==> config.mk <==
export PLATFORM = sky130hd
export DESIGN_NAME = sinc_decim
export DESIGN_NICKNAME = d
export VERILOG_FILES = /design/src/rtl/sinc_pkg.sv /design/src/rtl/sinc_ctrl.sv /design/src/rtl/sinc_integ.sv /design/src/rtl/sinc_comb.sv /design/src/rtl/sinc_decim.sv
export SDC_FILE = /design/constraint.sdc
export NUM_CORES = 2
export LEC_CHECK = 0
export BUFFER_PORTS_ARGS = -buffer_cell sky130_fd_sc_hd__buf_2
export CORE_MARGIN = 2
export CORE_UTILIZATION = 45
export DETAILED_ROUTE_END_ITERATION = 12
export SETUP_SLACK_MARGIN = 0.02
export SLEW_MARGIN = 40
export SYNTH_ARGS = -nofsm -noshare
export SYNTH_HDL_FRONTEND = slang
export SYNTH_SLANG_ARGS = --single-unit
==> constraint.sdc <==
create_clock -name clk -period 13.4 [get_ports clk]
set_clock_uncertainty 0.2 [all_clocks]
set_input_delay 0.67 -clock clk [delete_from_list [all_inputs] [get_ports clk]]
set_output_delay 0.67 -clock clk [all_outputs]
set_load 0.03 [all_outputs]
==> src/rtl/sinc_pkg.sv <==
`timescale 1ns/1ps
package sinc_pkg;

  // Tag that travels with a decimation event down the comb pipeline
  typedef struct packed {
    logic fire;   // a period boundary happened
    logic emit;   // filter settled: the result is published
  } dec_tag_t;

  function automatic int unsigned clip(int unsigned v, int unsigned lo, int unsigned hi);
    if (v < lo) return lo;
    if (v > hi) return hi;
    return v;
  endfunction

endpackage

==> src/rtl/sinc_ctrl.sv <==
`timescale 1ns/1ps
module sinc_ctrl
  import sinc_pkg::*;
#(
  parameter int MIN_LOG = 2,
  parameter int MAX_LOG = 14,
  parameter int MAX_ORD = 4,
  parameter int LOGW    = 4,
  parameter int ORDW    = 3
) (
  input  logic               clk,
  input  logic               rst_n,
  input  logic               smp_vld,
  input  logic               sync_in,
  input  logic [LOGW-1:0]    cfg_log,
  input  logic [ORDW-1:0]    cfg_ord,
  output logic [LOGW-1:0]    log_q,
  output logic [ORDW-1:0]    ord_q,
  output logic [MAX_LOG-1:0] ph_q,
  output logic               clr,
  output logic               keep_first,
  output dec_tag_t           tag_q
);

  logic [LOGW-1:0]    log_c, log_d;
  logic [ORDW-1:0]    ord_c, ord_d;
  logic [MAX_LOG-1:0] ph_d, mask;
  logic [ORDW-1:0]    settle_q, settle_d;
  dec_tag_t           tag_d;
  logic               at_edge, cfg_diff, cfg_restart, fire, emit;

  // next-state logic
  always_comb begin
    log_c = LOGW'(clip(int'(cfg_log), MIN_LOG, MAX_LOG));
    ord_c = ORDW'(clip(int'(cfg_ord), 1, MAX_ORD));
    mask  = MAX_LOG'((32'd1 << log_q) - 32'd1);

    at_edge     = smp_vld && (ph_q == mask);
    cfg_diff    = (log_c != log_q) || (ord_c != ord_q);
    cfg_restart = at_edge && cfg_diff;
    clr         = sync_in || cfg_restart;
    keep_first  = sync_in && smp_vld;
    fire        = at_edge && !clr;
    emit        = fire && (((ORDW+1)'(settle_q) + (ORDW+1)'(1)) >= (ORDW+1)'(ord_q));

    ph_d = ph_q;
    if (sync_in)          ph_d = smp_vld ? MAX_LOG'(1) : '0;
    else if (cfg_restart) ph_d = '0;
    else if (smp_vld)     ph_d = at_edge ? '0 : ph_q + MAX_LOG'(1);

    settle_d = settle_q;
    if (clr)                                        settle_d = '0;
    else if (fire && (settle_q < ORDW'(MAX_ORD)))   settle_d = settle_q + ORDW'(1);

    log_d = clr ? log_c : log_q;
    ord_d = clr ? ord_c : ord_q;

    tag_d.fire = fire;
    tag_d.emit = emit;
  end

  // registers
  always_ff @(posedge clk or negedge rst_n) begin
    if (!rst_n) begin
      ph_q     <= '0;
      settle_q <= '0;
      log_q    <= LOGW'(MIN_LOG);
      ord_q    <= ORDW'(1);
      tag_q    <= '0;
    end else begin
      ph_q     <= ph_d;
      settle_q <= settle_d;
      log_q    <= log_d;
      ord_q    <= ord_d;
      tag_q    <= tag_d;
    end
  end

endmodule

==> src/rtl/sinc_integ.sv <==
`timescale 1ns/1ps
module sinc_integ #(
  parameter int IN_W    = 24,
  parameter int ACC_W   = 80,
  parameter int MAX_ORD = 4,
  parameter int ORDW    = 3
) (
  input  logic                    clk,
  input  logic                    rst_n,
  input  logic                    smp_vld,
  input  logic [IN_W-1:0]         smp_data,
  input  logic                    clr,
  input  logic                    keep_first,
  input  logic [ORDW-1:0]         ord,
  output logic signed [ACC_W-1:0] tap
);

  logic [ACC_W-1:0]                  x_ext;
  logic [MAX_ORD-1:0][ACC_W-1:0]     taps;

  assign x_ext = {{(ACC_W-IN_W){smp_data[IN_W-1]}}, smp_data};

  for (genvar i = 0; i < MAX_ORD; i++) begin : g_st
    logic [ACC_W-1:0] q, d, feed;
    logic             active, en;

    if (i == 0) begin : g_head
      assign feed = x_ext;
    end else begin : g_link
      assign feed = g_st[i-1].q;
    end

    always_comb begin
      active = (ORDW'(i) < ord);
      en     = clr || (smp_vld && active);
      d      = q;
      if (clr)                    d = (i == 0 && keep_first) ? x_ext : '0;
      else if (smp_vld && active) d = q + feed;   // wraps modulo 2^ACC_W
    end

    always_ff @(posedge clk or negedge rst_n) begin
      if (!rst_n)  q <= '0;
      else if (en) q <= d;
    end

    assign taps[i] = q;
  end

  always_comb begin
    tap = '0;
    for (int k = 0; k < MAX_ORD; k++)
      if (ord == ORDW'(k + 1)) tap = taps[k];
  end

endmodule

==> src/rtl/sinc_comb.sv <==
`timescale 1ns/1ps
module sinc_comb
  import sinc_pkg::*;
#(
  parameter int IN_W    = 24,
  parameter int OUT_W   = 32,
  parameter int ACC_W   = 80,
  parameter int EXT_W   = 88,
  parameter int SH_W    = 6,
  parameter int MAX_ORD = 4,
  parameter int ORDW    = 3,
  parameter int LOGW    = 4
) (
  input  logic                    clk,
  input  logic                    rst_n,
  input  logic                    clr,
  input  logic signed [ACC_W-1:0] tap,
  input  dec_tag_t                tag,
  input  logic [ORDW-1:0]         ord,
  input  logic [LOGW-1:0]         log_df,
  output logic [OUT_W-1:0]        fil_data,
  output logic                    fil_rdy_n
);

  for (genvar i = 0; i < MAX_ORD; i++) begin : g_cs
    logic signed [ACC_W-1:0] in_v, c_q, c_d, dl_q, dl_d;
    dec_tag_t                in_t, t_q, t_d;
    logic                    active, en;

    if (i == 0) begin : g_head
      assign in_v = tap;
      assign in_t = tag;
    end else begin : g_link
      assign in_v = g_cs[i-1].c_q;
      assign in_t = g_cs[i-1].t_q;
    end

    always_comb begin
      active = (ORDW'(i) < ord);
      en     = clr || in_t.fire;
      c_d    = c_q;
      dl_d   = dl_q;
      t_d    = clr ? '0 : in_t;
      if (clr) begin
        dl_d = '0;
      end else if (in_t.fire) begin
        if (active) begin
          c_d  = in_v - dl_q;
          dl_d = in_v;
        end else begin
          c_d  = in_v;
        end
      end
    end

    always_ff @(posedge clk or negedge rst_n) begin
      if (!rst_n) begin
        c_q  <= '0;
        dl_q <= '0;
        t_q  <= '0;
      end else begin
        t_q <= t_d;
        if (en) begin
          c_q  <= c_d;
          dl_q <= dl_d;
        end
      end
    end
  end

  logic signed [ACC_W-1:0] c_last;
  dec_tag_t                t_last;
  logic [SH_W-1:0]         sh;
  logic signed [EXT_W-1:0] ext_v, shr_v;
  logic [OUT_W-1:0]        data_d;
  logic                    pub, rdy_d;

  always_comb begin
    c_last = g_cs[MAX_ORD-1].c_q;
    t_last = g_cs[MAX_ORD-1].t_q;
    sh     = SH_W'(ord) * SH_W'(log_df);
    ext_v  = {{(EXT_W-ACC_W){c_last[ACC_W-1]}}, c_last} << (OUT_W-IN_W);
    shr_v  = ext_v >>> sh;
    pub    = t_last.fire && t_last.emit && !clr;
    data_d = pub ? shr_v[OUT_W-1:0] : fil_data;
    rdy_d  = !pub;
  end

  always_ff @(posedge clk or negedge rst_n) begin
    if (!rst_n) begin
      fil_data  <= '0;
      fil_rdy_n <= 1'b1;
    end else begin
      fil_rdy_n <= rdy_d;
      if (pub) fil_data <= data_d;
    end
  end

endmodule

==> src/rtl/sinc_decim.sv <==
`timescale 1ns/1ps
module sinc_decim
  import sinc_pkg::*;
#(
  parameter int IN_W    = 24,
  parameter int OUT_W   = 32,
  parameter int MIN_LOG = 2,
  parameter int MAX_LOG = 14,
  parameter int MAX_ORD = 4,
  localparam int LOGW   = $clog2(MAX_LOG + 1),
  localparam int ORDW   = $clog2(MAX_ORD + 1)
) (
  input  logic              clk,
  input  logic              rst_n,
  input  logic              smp_vld,
  input  logic [IN_W-1:0]   smp_data,
  input  logic              sync_in,
  input  logic [LOGW-1:0]   cfg_log_df,
  input  logic [ORDW-1:0]   cfg_order,
  output logic [OUT_W-1:0]  fil_data,
  output logic              fil_rdy_n
);

  localparam int ACC_W = IN_W + MAX_ORD * MAX_LOG;
  localparam int EXT_W = ACC_W + OUT_W - IN_W;
  localparam int SH_W  = $clog2(MAX_ORD * MAX_LOG + 1);

  logic [LOGW-1:0]         log_w;
  logic [ORDW-1:0]         ord_w;
  logic [MAX_LOG-1:0]      ph_w;
  logic                    clr_w, keep_w;
  dec_tag_t                tag_w;
  logic signed [ACC_W-1:0] tap_w;

  sinc_ctrl #(
    .MIN_LOG(MIN_LOG), .MAX_LOG(MAX_LOG), .MAX_ORD(MAX_ORD),
    .LOGW(LOGW), .ORDW(ORDW)
  ) u_ctrl (
    .clk(clk), .rst_n(rst_n), .smp_vld(smp_vld), .sync_in(sync_in),
    .cfg_log(cfg_log_df), .cfg_ord(cfg_order),
    .log_q(log_w), .ord_q(ord_w), .ph_q(ph_w),
    .clr(clr_w), .keep_first(keep_w), .tag_q(tag_w)
  );

  sinc_integ #(
    .IN_W(IN_W), .ACC_W(ACC_W), .MAX_ORD(MAX_ORD), .ORDW(ORDW)
  ) u_integ (
    .clk(clk), .rst_n(rst_n), .smp_vld(smp_vld), .smp_data(smp_data),
    .clr(clr_w), .keep_first(keep_w), .ord(ord_w), .tap(tap_w)
  );

  sinc_comb #(
    .IN_W(IN_W), .OUT_W(OUT_W), .ACC_W(ACC_W), .EXT_W(EXT_W), .SH_W(SH_W),
    .MAX_ORD(MAX_ORD), .ORDW(ORDW), .LOGW(LOGW)
  ) u_comb (
    .clk(clk), .rst_n(rst_n), .clr(clr_w), .tap(tap_w), .tag(tag_w),
    .ord(ord_w), .log_df(log_w), .fil_data(fil_data), .fil_rdy_n(fil_rdy_n)
  );

endmodule

==> results.toml <==
[run_status]
status = "finished clean"

[pwr]
p_clk_share_pct = 32.9
switching_share_pct = 37.8
net-switching-power_mw = 4.43
power_density_mw_per_mm2 = 125
power_mw = 11.7
p_leak_nw = 43.9
internal_power_mw = 7.29
seq_power_share_pct = 30.7
vdd_drop_max_v = 0.000138
pwr-share-comb_pct = 36.3

[synthesis]
yosysSeqAreaShare_pct = 29.7
syn_area_mm2 = 0.0866
netlist.area_leader.share_pct = 29.6
async_reset_ff_share_pct = 100
yosysWarningCount = 0
ys_ff_latch = 1027
synthTopCellsByCount = "nand2_1 (1,642), a21oi_1 (1,429), dfrtp_1 (1,024)"
synth_edf_count = 0
synth_cells = 11000
synth_nets = 11689
synth.area.top_cells = "dfrtp_1 (30%), ha_1 (9.3%), a21oi_1 (8.3%)"
synth.avg_cell_area_um2 = 7.87
synthFlopType = "dfrtp_1"
yosysMostFrequentCell = "nand2_1"
synth_top_area_cell = "dfrtp_1"
ys_types = 116

[place]
routabilityCongestion = 0.963
hpwl_um = 218000
port_buffers = 67

[cts]
path_clk_slew_ns = 0.06
numCtsBuffers = 134
h-tree-depth = 4
clock_path_buffers = 3
cts-root-buf = "clkbuf_16"
tritoncts = "yes"
cts_resized = 0
numClockSinks = 1027
clk_latency_ns = 0.81

[grt]
grt_usage_pct = 28.3
first_global_vias = 76655
overflow = 0
grt_pass1_wl_um = 446000
antenna_found_initial = 2
grt_max_degree = 153

[die]
placement_rows = 161
dieArea_mm2 = 0.196
dieHeight_um = 443
core_mm2 = 0.192
die_x_um = 443
start_util_pct = 45.1
ios = 68

[critical_path]
critPathLaunchType = "flip-flop"
cp_cell_sequence = "buf_4 -> nand2b_1 -> nor2_4 -> buf_4 -> buf_4 -> a22o_1 -> ha_1 -> o21a_1 -> o31a_1 -> o21ai_0 -> a211o_1 -> a2111oi_0 -> buf_4 -> o2111ai_1 -> a21oi_1 -> a211oi_1 -> nor2_1 -> o221ai_1 -> xnor2_1 -> or3_1 -> a31oi_1"
max_stage_delay_ns = 0.93
path_delay_family = "compound AO/OA/AOI/OAI gates"
path_max_fanout = 41
cp_num_buf_inv = 4
required_ns = 13.90
crit_slowest_cell = "dfstp_4"
crit_path_end_kind = "flip-flop"
arrival_ns = 7.29
cpMostUsedCell = "buf_4"
path_class = "flip-flop to flip-flop"

[detailed_routing]
wl_um = 284000
drtAntennaViolNets = 0
drcViolationCount = 0
vias_per_cell = 5.99
drtPass1Iterations = 5
num_vias = 79340
drtIter0Drc = 6862
routedWlPerCell_um = 21.4

[timing]
fin_tns_setup_ns = 0
rsz0062_at_grt = "false"
tightest_slew_ns = 0.926
fmax_ghz = 0.147
slew_headroom_pct = 37.8
finalHoldViolations = 0
drv_slew = 0
post-route-period-util_pct = 50.6
setup_viol_count_final = 0
period_minus_slack_ns = 6.78

[finish]
drive_gt1_share_pct = 5.98
area_growth_pct = 7.95
antenna_cells = 0
fill_cells = 18829
fin_nets = 11308

[run]
maxCapViolCount = 0

[worst_hold_path]
hold_path.class = "primary input to flip-flop"
==> placed cells by master, fill, tap and decap left out, drive strengths merged, types with 19 or more instances in the layout <==
cell and count:
o31ai 77, or2 21, inv 510, o21a 97
and3 84, ha 643, mux2 92, a22o 201
nor4 27, o21ai 813, o211ai 41, nand2b 85
a221oi 29, a31oi 119, o311a 79, mux2i 290
xor2 228, nor3 119, xnor2 357, nor2b 83
clkbuf 186, a21oi 1437, o21bai 142, a2111oi 19
nand4 175, or3 34, a21boi 33, nand2 1644
dfrtp 1024, clkinv 29, and2 53, nor2 703
dlygate4sd3 30, a41oi 19, a21o 457, buf 162
a211oi 133, nand3 171
==> layer usage <==
| metal | wire length [µm] | part of all wire (%) | up-vias | GRT usage [%] |
|---|---|---|---|---|
| met5 | 0 | 0 | - | 0 |
| met4 | 11700 | 4.1 | 0 | 11.2 |
| met3 | 12700 | 4.5 | 498 | 2.98 |
| met2 | 131000 | 46 | 2091 | 46.5 |
| met1 | 129000 | 45 | 38080 | 38.2 |
| li1 | - | - | 38671 | - |
==> what timing repair did <==
| action | in CTS | in global routing |
|---|---|---|
| buffers inserted | 0 | 0 |
| hold endpoints to repair | 124 | 0 |
| hold buffers | 30 | 0 |
==> worst paths after layout <==
kind	slack (ns)	start	cells after the start	to
min in group asynchronous	0.13	rst_n	2	u_comb.g_cs[2].dl_q[17]
worst min-delay path	0.1	cfg_log_df[0]	3	u_ctrl.log_q[0]
worst max register to register	6.62	u_ctrl.ord_q[0]	21	u_comb.g_cs[0].c_q[79]
worst min register to register	0.24	u_comb.g_cs[0].t_q[0]	1	u_comb.g_cs[1].t_q[0]
worst max-delay path	6.62	u_ctrl.ord_q[0]	21	u_comb.g_cs[0].c_q[79]
max in group asynchronous	10.17	rst_n	7	u_comb.c_last[13]
==> registers in the layout, indices dropped and copies added (netlist names), 4 cells and up <==
signal            flops
u_comb.g_cs.dl_q    320
u_comb.c_last        80
u_comb.fil_data      32
u_comb.g_cs.t_q       8
u_comb.g_cs.c_q     240
u_ctrl.log_q          4
u_integ.g_st.q      320
u_ctrl.ph_q          14
==> cells by family (layout without fill, tap and decap cells) <==
logic type / count (synthesis) / after routing / synth area share [%]
multiplexers: 385 / 385 / 4.63
AO/OA/AOI/OAI: 3871 / 3871 / 28.2
buffers and inverters: 1212 / 938 / 5.45
flip-flops: 1027 / 1027 / 29.7
adder cells (fa/ha/maj): 654 / 654 / 9.54
AND/OR/NAND/NOR: 3266 / 3266 / 16.6
XOR/XNOR: 585 / 585 / 5.91
==> through the flow <==
stage          cell area (µm²)  util, %  cells  hold WS (ns)  setup slack (ns)
2_1_floorplan            86600        -  11000         0.174              8.06
3_3_place_gp             88300     46.0  12975         0.233              6.61
3_5_place_dp             88400     46.1  12978         0.236              6.66
4_1_cts                  93400     48.7  13251        0.0373              6.64
5_1_grt                  93500     48.7  13252         0.113              6.34
6_report                 93500     48.7  13252        0.0974              6.62
==> layout make-up <==
class	count	area [µm²]	area share, %
Inverter	503	1890	2.02
Clock buffer	186	3990	4.26
Tap cell	2526	3160	3.38
Timing Repair Buffer	192	1540	1.65
Clock inverter	57	732	0.783
Multi-Input combinational cell	8761	56500	60.4
Sequential cell	1027	25700	27.5
==> worst reg2reg max path, cell delays in order, from the launching register on <==
cell and delay (ns):
dfstp_4 0.93, buf_4 0.44, nand2b_1 0.30, nor2_4 0.04
buf_4 0.28, buf_4 0.35, a22o_1 0.33, ha_1 0.34
o21a_1 0.13, o31a_1 0.18, o21ai_0 0.15, a211o_1 0.34
a2111oi_0 0.75, buf_4 0.25, o2111ai_1 0.20, a21oi_1 0.33
a211oi_1 0.19, nor2_1 0.16, o221ai_1 0.16, xnor2_1 0.16
or3_1 0.31, a31oi_1 0.16
==> power by group through the flow <==
stage,Sequential (mW),Clock (mW),Combinational (mW)
2_1_floorplan,3.44,0,3.24
3_3_place_gp,3.64,0,4.17
3_5_place_dp,3.64,0,4.19
4_1_cts,3.59,3.94,4.21
5_1_grt,3.62,4.07,4.68
6_report,3.60,3.86,4.26
(Power assumes the default switching activity.)
